File: config.mk
export PLATFORM = sky130hd
export DESIGN_NAME = dtc_clause_seq
export DESIGN_NICKNAME = d
export VERILOG_FILES = /design/src/rtl/dtc_pkg.sv /design/src/rtl/dtc_clause_seq.sv
export SDC_FILE = /design/constraint.sdc
export NUM_CORES = 1
export LEC_CHECK = 0
export BUFFER_PORTS_ARGS = -buffer_cell sky130_fd_sc_hd__buf_4
export CORE_AREA = 2 2 39 41
export DETAILED_ROUTE_END_ITERATION = 7
export DIE_AREA = 0 0 41 43
export PLACE_DENSITY_LB_ADDON = 0.3
export SYNTH_ARGS = -nofsm -noshare
export SYNTH_HDL_FRONTEND = slang
export SYNTH_SLANG_ARGS = --single-unit
File: constraint.sdc
create_clock -name clk -period 1.5 [get_ports clk]
set_clock_uncertainty 0.2 [all_clocks]
set_input_delay 0.3 -clock clk [delete_from_list [all_inputs] [get_ports clk]]
set_output_delay 0.3 -clock clk [all_outputs]
set_load 0.01 [all_outputs]
File: src/rtl/dtc_pkg.sv
package dtc_pkg;
  typedef enum logic {
    RUN_IDLE = 1'b0,
    RUN_BUSY = 1'b1
  } run_e;
endpackage

File: src/rtl/dtc_clause_seq.sv
module dtc_clause_seq #(
  parameter int CW = 4
) (
  input  logic          clk,
  input  logic          rst_n,
  input  logic          start,
  input  logic          fire,
  input  logic          hit,
  input  logic          ent_last,
  input  logic          ent_final,
  output logic          busy,
  output logic          done,
  output logic          pass,
  output logic          fail_valid,
  output logic [CW-1:0] fail_clause
);
  import dtc_pkg::*;

  run_e          state_q;
  logic [CW-1:0] idx_q;
  logic          acc_q;
  logic          acc_nx;
  logic          clause_end;
  logic          clause_miss;
  logic          run_end;

  assign acc_nx      = acc_q | hit;
  assign clause_end  = fire & (ent_last | ent_final);
  assign clause_miss = clause_end & ~acc_nx;
  assign run_end     = fire & ent_final;
  assign busy        = (state_q == RUN_BUSY);

  always_ff @(posedge clk or negedge rst_n) begin
    if (!rst_n) begin
      state_q     <= RUN_IDLE;
      idx_q       <= '0;
      acc_q       <= 1'b0;
      done        <= 1'b0;
      pass        <= 1'b0;
      fail_valid  <= 1'b0;
      fail_clause <= '0;
    end else begin
      done <= 1'b0;
      if (start) begin
        state_q     <= RUN_BUSY;
        idx_q       <= '0;
        acc_q       <= 1'b0;
        pass        <= 1'b0;
        fail_valid  <= 1'b0;
        fail_clause <= '0;
      end else if (fire) begin
        if (clause_end) begin
          acc_q <= 1'b0;
          idx_q <= idx_q + 1'b1;
          if (clause_miss && !fail_valid) begin
            fail_valid  <= 1'b1;
            fail_clause <= idx_q;
          end
          if (run_end) begin
            state_q <= RUN_IDLE;
            done    <= 1'b1;
            pass    <= ~fail_valid & acc_nx;
          end
        end else begin
          acc_q <= acc_nx;
        end
      end
    end
  end


  done_pulse_chk: assert property (@(posedge clk) disable iff (!rst_n)
    done |=> !done);

  final_done_chk: assert property (@(posedge clk) disable iff (!rst_n)
    run_end |=> done);

  fail_hold_chk: assert property (@(posedge clk) disable iff (!rst_n)
    (fail_valid && !start) |=> (fail_valid && $stable(fail_clause)));

  pass_excl_chk: assert property (@(posedge clk) disable iff (!rst_n)
    pass |-> !fail_valid);

  restart_clear_chk: assert property (@(posedge clk) disable iff (!rst_n)
    start |=> (!fail_valid && !pass && !done && busy));
endmodule

* Word level (Yosys, flattened, before mapping) *
Cells that the tools add are included.

storage, ports and cells
  bits in latches = 0
  input port bits = 7
  logic and storage cells = 51
  RAM bits = 0
  ROM bits = 0
  memories kept = 0
  bits in registers = 13

operators by class
  multipliers = 0
  eq/ne operators = 0
  add/sub/neg operators = 1
  magnitude comparators = 0
  div/mod/pow operators = 0
  bitwise operators = 8
  shift-type cells = 0
  reductions and logical operators = 9
  muxes and demuxes = 26

operator list
  cell                                                           number
  4-bit two-way mux                                              7
  1-bit two-way mux                                              19
  2-bit nonzero test                                             4
  3-bit AND reduction                                            2
  4-bit by 1-bit adder with 4-bit output, second input constant  1
  1-bit AND                                                      4
  1-bit NOT                                                      2
  1-bit OR                                                       2
  2-bit AND reduction                                            1
  1-bit logical AND                                              1
  1-bit zero test                                                1

* Depth between registers and ports, before layout *
Gate-level depths: netlist of run 1.

  depth in word-level cells = 8
  mapped depth = 4
  depth with buffers taken out = 4

* Least setup slack after synthesis of run 1 *
No wires, ideal clock.

  kind = register to register
  start point = reg fail_valid
  end point = reg fail_clause[0]
  required time = 1.221 ns
  stages on the path, launching flop included = 3
  setup time = 0.079 ns
  setup slack = 0.198 ns
  arrival time = 1.023 ns
  buffers on the path = 0
  cell sequence = dfrtp_1 nor4_4 mux2i_1

on the way
  longest elaborated chain between the ends = 4

RTL lines
  item                                  line                  source
  start: declaration                    dtc_clause_seq.sv:14  output logic fail_valid,
  start signal: assignment              dtc_clause_seq.sv:40  fail_valid <= 1'b0;
  start signal: assignment              dtc_clause_seq.sv:49  fail_valid <= 1'b0;
  start signal: assignment              dtc_clause_seq.sv:56  fail_valid <= 1'b1;
  1-bit zero test                       dtc_clause_seq.sv:55  if (clause_miss && !fail_valid) begin
  1-bit logical AND                     dtc_clause_seq.sv:55
  2-bit nonzero test (no source line)   -
  3-bit AND reduction (no source line)  -
  end signal: assignment                dtc_clause_seq.sv:57  fail_clause <= idx_q;
  end: declaration                      dtc_clause_seq.sv:15  output logic [CW-1:0] fail_clause

No other way between the ends.
A chain may end at the register's enable or synchronous reset.

* Worst setup path in the final report of run 1 *
  start point = reg fail_valid
  end point = out fail_valid

No word-level cell between the ends.

==> impl_metrics.ini, run 1 <==
[clock_tree]
clockBufferDepth = 2
root_buffer = clkbuf_4
clk_latency_ps = 280
cts_sinks = 13
numCtsBuffers = 3
path_clk_slew_ps = 80
cts_resized = 0
cts_tree = built
htreeDepth = 1

[grt]
grt_overflow = 0
grtUsageTotal_pct = 13.7
antenna_found_initial = 0
grt_pass1_vias = 367
grt_max_degree = 18
grt_first_pass_wirelength_um = 1600

[placement]
place_congestion = 0.714
dp_cells = 80
io_buffers = 14

[setup_path]
crit_chain = buf_4
cp-startpoint = fail_valid$_DFFE_PN0P_
reg2reg_from = acc_q$_DFFE_PN0P_
path_buf_inv = 1
cpPeakStageDelay_ps = 440
crit_required_ps = 1000
r2r-end = fail_clause[3]$_DFFE_PN0P_
cp.depth = 1
cp_max_fo = 4
crit_family = flip-flops
crit_type = reg -> out
reg2regPathDepth = 3
cp-end-kind = primary output
slowest_stage = dfrtp_1
rrSetupSlack_ps = 120
endpoint = fail_valid
worstPathArrival_ps = 890
crit_path_start_kind = register

[power]
p_leak_uw = 0.000359
power.density_nw_per_um2 = 907
peakVddDrop_v = 0.000524

[final_layout]
seq_area_um2 = 325
layout.cells.non_filler = 86
multi_input_area_um2 = 254
antenna_cells = 0
fin_nets = 79
nFillCells = 124
syn_to_final_growth_pct = 28.4
utilization_pct = 54.4
drive_above_1_share_pct = 31.4

[yosys]
synth_edf_count = 0
syn-mean-instance-area_um2 = 11.5
synth_fp_nets = 59
ys_ff_latch = 13
synth_area_um2 = 587
ys_top_cells_by_count = dfrtp_1 (13), nand2b_1 (8), mux2i_1 (5), nor2_1 (5), a21oi_1 (3)
synth-main-ff-cell = dfrtp_1
post_synth_num_cell_types = 19
synth.area.top_cells = dfrtp_1 (55%), mux2i_1 (8.5%), nand2b_1 (8.5%)
yosys.area.top_type = dfrtp_1
yosysMostFrequentCell = dfrtp_1
ys_seq_area_share_pct = 55.4
ys_async_sr_fraction_pct = 100
yosys_warnings = 0
synthCells = 51
synth.top_cell.area_share_pct = 55.4

[floorplan]
start_util_pct = 42.4
fp-row-count = 14
ios = 15
die_area_um2 = 1760
die_w_um = 41
chipHeight_um = 43
core_um2 = 1380

[drt]
route.detailed.drc = 0
drt_iter0_drc = 5
first_pass_iters = 4
num_vias = 424
wl_um = 974
avgRoutedWirePerCell_um = 11.3
antenna_left = 0
via_per_inst = 4.93

[hold_path]
hold_class = in -> reg
whs_path_depth = 2
holdCritStartpoint = start

[run_status]
outcome = completed

[sta]
finalSetupViolCount = 0
finalMaxSlewViolations = 0
fmax_mhz = 722
setup_tns_ps = 0
final.min_clock_period_ps = 1390
fin_crit_sh_pct = 92.4
max-slew-margin-rel_pct = 76.4
final_hold_viol_count = 0
rsz0062_at_grt = no
tightest_slew_ps = 355

[flow_run]
maxCapViolCount = 0
==> sequential cells by signal, summed over array words and instances, names as in the netlist <==
name	count
fail_clause	4
idx_q	4
acc_q	1
pass	1
done	1
busy	1
fail_valid	1
==> worst min path at each step <==
stage                            to  slack, ps
6_report           pass$_DFFE_PN0P_         80
5_1_grt            pass$_DFFE_PN0P_        100
4_1_cts        idx_q[3]$_DFFE_PN0P_         80
3_5_place_dp       pass$_DFFE_PN0P_        -50
3_3_place_gp         done$_DFF_PN0_        -50
2_1_floorplan     acc_q$_DFFE_PN0P_       -200
==> logic make-up after synthesis <==
| logic type | count (synthesis) | synth area share, % |
|---|---|---|
| adder cells (fa/ha/maj) | 1 | 2.13 |
| AO/OA/AOI/OAI | 8 | 9.17 |
| AND/OR/NAND/NOR | 20 | 20.5 |
| XOR/XNOR | 2 | 2.99 |
| buffers and inverters | 2 | 1.28 |
| multiplexers | 5 | 8.53 |
| flip-flops | 13 | 55.4 |
==> area by class of cell <==
cell class	instances	area share, %
Clock buffer	3	2.99
Clock inverter	1	0.664
Inverter	1	0.498
Multi-Input combinational cell	36	33.7
Sequential cell	13	43.2
Tap cell	16	2.66
Timing Repair Buffer	16	16.3
==> what timing repair did <==
item | CTS | global route
hold buffers | 1 | 0
endpoints found under the hold margin | 13 | 0
endpoints found under the setup margin | 0 | 2
setup buffers | 0 | 1
==> power breakdown <==
| group | internal [µW] | total (µW) | leakage [µW] | switching, µW |
|---|---|---|---|---|
| combinational | 44.6 | 86.7 | 0.000166 | 42.1 |
| clock | 98.9 | 220 | 0.0000177 | 121 |
| sequential | 363 | 377 | 0.000175 | 13.2 |
| total | 507 | 683 | 0.000359 | 176 |
==> worst reg2reg max path, cell delays in order (launching register included) <==
cell and delay [ps]:
dfrtp_1 430, nor4_4 280, buf_4 190, mux2i_1 200
==> metrics by stage <==
step	hold slack [ps]	power (µW)	instance area, µm²	setup slack (ps)
2_1_floorplan	-196	424	587	198
3_3_place_gp	-49.5	466	708	94.0
3_5_place_dp	-45.4	468	708	58.5
4_1_cts	80.1	686	746	66.8
5_1_grt	101	710	753	45.7
6_report	76.0	683	753	115
==> layout by cell type (no fill, tap or decap), drive strengths merged <==
| cell | count |
|---|---|
| buf | 15 |
| dfrtp | 13 |
| nand2b | 8 |
| nor2 | 5 |
| mux2i | 5 |
| a21oi | 3 |
| clkbuf | 3 |
| nand2 | 2 |
| or3 | 2 |
| xor2 | 2 |
| o21ai | 2 |
| nor4 | 1 |
| a21o | 1 |
| nand3 | 1 |
| inv | 1 |
| nor3 | 1 |
| o211ai | 1 |
| o21ba | 1 |
| ha | 1 |
| clkinv | 1 |
| dlygate4sd3 | 1 |
==> metal layers <==
layer | up-vias | track usage [%] | wire length (µm)
li1 | 213 | - | -
met1 | 200 | 20.0 | 457
met5 | - | 0 | 0
met2 | 9 | 16.9 | 464
met4 | 0 | 10.0 | 10
met3 | 2 | 3.14 | 41
(Power assumes the default switching activity.)
==> inputs of run 2 (changes only) <==
--- a/config.mk
+++ b/config.mk
@@ -6,9 +6,9 @@
 export NUM_CORES = 1
 export LEC_CHECK = 0
 export BUFFER_PORTS_ARGS = -buffer_cell sky130_fd_sc_hd__buf_4
-export CORE_AREA = 2 2 39 41
+export CORE_MARGIN = 2
+export CORE_UTILIZATION = 44
 export DETAILED_ROUTE_END_ITERATION = 7
-export DIE_AREA = 0 0 41 43
 export PLACE_DENSITY_LB_ADDON = 0.3
 export SYNTH_ARGS = -nofsm -noshare
 export SYNTH_HDL_FRONTEND = slang
==> run 2 against run 1 <==
Die area fell by 6.9%. Final cell count fell by 2.3%. Critical path depth rose by 1. Utilization rose by 4.1 points. Largest cell class unchanged. Sequential power barely moved. Largest power group unchanged.
==> impl_metrics.ini, run 2 (synthesized netlist as in run 1, its figures left out) <==
[power]
p_leak_uw = 0.000351
power.density_nw_per_um2 = 897
peakVddDrop_v = 0.000656
share_comb_of_total_power_pct = 12.9
p_int_uw = 509
switching_power_uw = 158
seqPwrFrac_pct = 56.5
sw_frac_of_total_pct = 23.6
pwr-share-clk_pct = 30.7

[setup_path]
crit_required_ps = 1480
crit_type = reg -> reg
cp-end-kind = register
crit_path_start_kind = register
worstPathArrival_ps = 1400
cp_max_fo = 5

[sta]
final_hold_viol_count = 0
final.min_clock_period_ps = 1420
finalMaxSlewViolations = 0
max-slew-margin-rel_pct = 70.5
fmax_mhz = 707
tightest_slew_ps = 439
finalSetupViolCount = 0
setup_tns_ps = 0
rsz0062_at_grt = no
fin_crit_sh_pct = 94.4

[final_layout]
layout_common_cells = buf_4 (14), dfrtp_1 (13), nand2b_1 (8)
fin_nets = 78
reg_top3 = fail_clause x4, idx_q x4
drive_above_1_share_pct = 29.0
syn_to_final_growth_pct = 26.7
layout.cells.non_filler = 84
finalInstanceArea_um2 = 743
mostFrequentLayoutCell = buf_4
antenna_cells = 0
utilization_pct = 58.6

[drt]
wl_um = 981
avgRoutedWirePerCell_um = 11.7
num_vias = 424
route.detailed.drc = 0
via_per_inst = 5.05
first_pass_iters = 2
drt_iter0_drc = 3
antenna_left = 0

[grt]
grt_overflow = 0
grtUsageTotal_pct = 14.6
grt_pass1_vias = 342
grt_first_pass_wirelength_um = 1500
grt_max_degree = 18
antenna_found_initial = 0

[clock_tree]
cts_resized = 0
numCtsBuffers = 3
cts_sinks = 13
path_clk_slew_ps = 80
htreeDepth = 1
root_buffer = clkbuf_4
clockBufferDepth = 2
clk_latency_ps = 260
cts_tree = built

[floorplan]
start_util_pct = 46.3
core_um2 = 1270
ios = 15
fp-row-count = 13
chipHeight_um = 40.5
die_w_um = 40.5
die_area_um2 = 1640

[placement]
dp_cells = 79
io_buffers = 14
placed_area_um2 = 707
hpwl_um = 728
place_congestion = 0.729

[flow_run]
maxCapViolCount = 0

[hold_path]
hold_class = in -> reg

[run_status]
outcome = completed
run 2: changes by cell type in the layout (fill, tap and decap cells not counted):
cell | before | now
clkinv_2 | 1 | 0
buf_4 | 15 | 14
clkbuf_1 | 0 | 1
run 2: metal layers:
layer / track usage, % / vias up / part of all wire [%]
li1: - / 209 / -
met1: 19.4 / 209 / 50
met2: 20.6 / 6 / 47
met3: 5.00 / 0 / 3.3
met4: 7.50 / 0 / 0
met5: 0 / - / 0
run 2: worst max-delay path, cell delays in order (launching register included):
cell,delay (ps)
dfrtp_1,420
nor4_4,460
mux2i_1,250
run 2: final timing paths:
check	start	endpoint	slack (ps)	cells after the start
setup / recovery	acc_q$_DFFE_PN0P_	fail_clause[0]$_DFFE_PN0P_	80	2
hold / removal	start	pass$_DFFE_PN0P_	110	2
setup reg to reg	acc_q$_DFFE_PN0P_	fail_clause[0]$_DFFE_PN0P_	80	2
hold reg to reg	busy$_DFFE_PN0P_	busy$_DFFE_PN0P_	290	1
max in group asynchronous	rst_n	fail_clause[0]$_DFFE_PN0P_	730	2
min in group asynchronous	rst_n	fail_valid$_DFFE_PN0P_	210	2
run 2: through the flow:
step | hold WS, ps | power (µW) | worst slack, ps
6_report | 107 | 667 | 84.6
5_1_grt | 101 | 707 | 50.6
4_1_cts | 97.2 | 672 | 77.1
3_5_place_dp | -49.3 | 468 | 69.3
3_3_place_gp | -49.2 | 466 | 88.9
2_1_floorplan | -196 | 424 | 198
run 2: area by class of cell:
cell class / count / area (µm²)
Tap cell: 15 / 18.8
Sequential cell: 13 / 325
Clock buffer: 4 / 26.3
Timing Repair Buffer: 15 / 115
Fill cell: 121 / 526
Multi-Input combinational cell: 36 / 254
Inverter: 1 / 3.75
run 2: power by group through the flow:
stage	clock, µW	sequential [µW]	combinational (µW)
floorplan	0	385	39.4
global placement	0	383	82.8
detailed placement	0	384	84.4
CTS	209	377	86.6
global route	232	379	95.5
finish	204	377	85.7
run 2: repair_timing:
action | 4_1_cts | 5_1_grt
hold buffers | 1 | 0
setup endpoints to repair | 0 | 0
endpoints found under the hold margin | 13 | 0
setup buffers | 0 | 0
==> inputs of run 3 (changes only) <==
--- a/config.mk
+++ b/config.mk
@@ -10,6 +10,8 @@
 export CORE_UTILIZATION = 44
 export DETAILED_ROUTE_END_ITERATION = 7
 export PLACE_DENSITY_LB_ADDON = 0.3
+export RECOVER_POWER = 50
+export SLEW_MARGIN = 20
 export SYNTH_ARGS = -nofsm -noshare
 export SYNTH_HDL_FRONTEND = slang
 export SYNTH_SLANG_ARGS = --single-unit
==> constraint.sdc (replaced) <==
create_clock -name clk -period 1.5 [get_ports clk]
set_clock_uncertainty 0.2 [all_clocks]
set_input_delay 0.375 -clock clk [delete_from_list [all_inputs] [get_ports clk]]
set_output_delay 0.375 -clock clk [all_outputs]
set_load 0.01 [all_outputs]
==> run 3 against run 2 <==
Design area up 2.7%. Register-to-register slack better by 60 ps. Clock power is 9% higher. Fmax decreased by 2.5%. Critical path type is now reg -> out. Sequential cell count unchanged. Critical endpoint is now fail_valid. Power grew 3.0%. Final cell count is 6.0% higher. First-iteration DRC count fell by 33%. Combinational power is 4.0% higher. Critical path depth is 1 lower. Sequential share of layout area shrank 0.98 points.
==> impl_metrics.ini, run 3 (synthesized netlist as in run 1, its figures left out) <==
[run_status]
outcome = completed

[setup_path]
crit_chain = buf_4
cp.depth = 1
cp_max_fo = 4
cpPeakStageDelay_ps = 440
cp-end-kind = primary output
reg2reg_from = acc_q$_DFFE_PN0P_
path_buf_inv = 1
crit_type = reg -> out
reg2regPathDepth = 3
crit_path_start_kind = register
crit_family = flip-flops
crit_required_ps = 920
slowest_stage = dfrtp_2
worstPathArrival_ps = 880
cp-startpoint = fail_valid$_DFFE_PN0P_

[grt]
gr-usage-met3_pct = 3.33
grt_overflow = 0
met2_usage_pct = 21.0
grt_pass1_vias = 375
use_met1_pct = 21.6
grt_first_pass_wirelength_um = 1610
antenna_found_initial = 0
grtUsageTotal_pct = 15.8
grt_max_degree = 18
busiest_layer = met1

[floorplan]
fp-row-count = 13
ios = 15
die_area_um2 = 1640
die_w_um = 40.5
core_um2 = 1270
start_util_pct = 46.3
chipHeight_um = 40.5

[sta]
finalMaxSlewViolations = 0
fin_crit_sh_pct = 96.8
whs_ps = 156
final_hold_viol_count = 0
fin_ws_ps = 48.0
tightest_slew_ps = 700
fmax_mhz = 689
max-slew-margin-rel_pct = 53.3
finalSetupViolCount = 0
rsz0062_at_grt = no
final.min_clock_period_ps = 1450

[final_layout]
reg_top3 = fail_clause x4, idx_q x4
syn_to_final_growth_pct = 30.1
nFillCells = 117
utilization_pct = 60.2
mostFrequentLayoutCell = buf_4
layout_common_cells = buf_4 (15), dfrtp_1 (12), nand2b_1 (8)
layout.cells.non_filler = 89
fin_nets = 83
finalInstanceArea_um2 = 763
drive_above_1_share_pct = 28.4
antenna_cells = 0

[drt]
wl_um = 1000
route.detailed.drc = 0
first_pass_iters = 3
antenna_left = 0
via_per_inst = 4.97
num_vias = 442
avgRoutedWirePerCell_um = 11.2
drt_iter0_drc = 2

[placement]
dpl_worst_slack_ps = -43.7
placed_area_um2 = 737
place_congestion = 0.727
dp_cells = 83
io_buffers = 14

[clock_tree]
numCtsBuffers = 3
cts_tree = built
htreeDepth = 1
clockBufferDepth = 2
root_buffer = clkbuf_4
cts_sinks = 13
path_clk_slew_ps = 80
clk_latency_ps = 280

[power]
peakVddDrop_v = 0.000450
p_leak_uw = 0.000358
power.density_nw_per_um2 = 900

[flow_run]
maxCapViolCount = 0

[hold_path]
hold_class = in -> reg
holdCritStartpoint = start
whs_path_depth = 2
[run 3: changes by cell type in the layout (fill, tap and decap cells not counted)]
cell	previous run	this run
dfrtp_1	13	12
o21ai_2	1	0
clkbuf_1	1	5
buf_4	14	15
dfrtp_2	0	1
o21ai_0	1	2
[run 3: final timing paths]
path                       slack, ps                         end
min in group asynchronous        440  fail_clause[1]$_DFFE_PN0P_
max in group asynchronous        170      fail_valid$_DFFE_PN0P_
min                              160        idx_q[3]$_DFFE_PN0P_
min reg2reg                      290            busy$_DFFE_PN0P_
max                               50                  fail_valid
max reg2reg                      140  fail_clause[0]$_DFFE_PN0P_
[run 3: per-stage QoR]
stage / total power, µW / TNS (ps)
6_report: 687 / 0
5_1_grt: 717 / 0
4_1_cts: 699 / 0
3_5_place_dp: 476 / -94.5
3_3_place_gp: 475 / -33.7
2_1_floorplan: 424 / 0
[run 3: area by class of cell]
cell class,instances,area (µm²),area share (%)
Sequential cell,13,327,42.8
Multi-Input combinational cell,36,250,32.8
Timing Repair Buffer,20,138,18.0
Clock buffer,4,26.3,3.44
Tap cell,15,18.8,2.46
Inverter,1,3.75,0.492
[run 3: metal layers]
metal,vias up,wire length [µm]
met5,-,0
met4,0,38
met3,5,37
met2,9,459
met1,206,466
li1,222,-
[run 3: report_power, final]
part	leakage, µW	internal (µW)	switching [µW]	total, µW
Combinational	0.000170	46.1	43.0	89.1
Sequential	0.000173	364	12.5	376
Clock	0.0000150	103	118	222
[run 3: repair_timing]
| item | in CTS | in global routing |
|---|---|---|
| setup buffers | 0 | 1 |
| endpoints found under the setup margin | 0 | 4 |
| gates resized for setup | 0 | 1 |
| hold buffers | 1 | 0 |
| endpoints found under the hold margin | 13 | 0 |
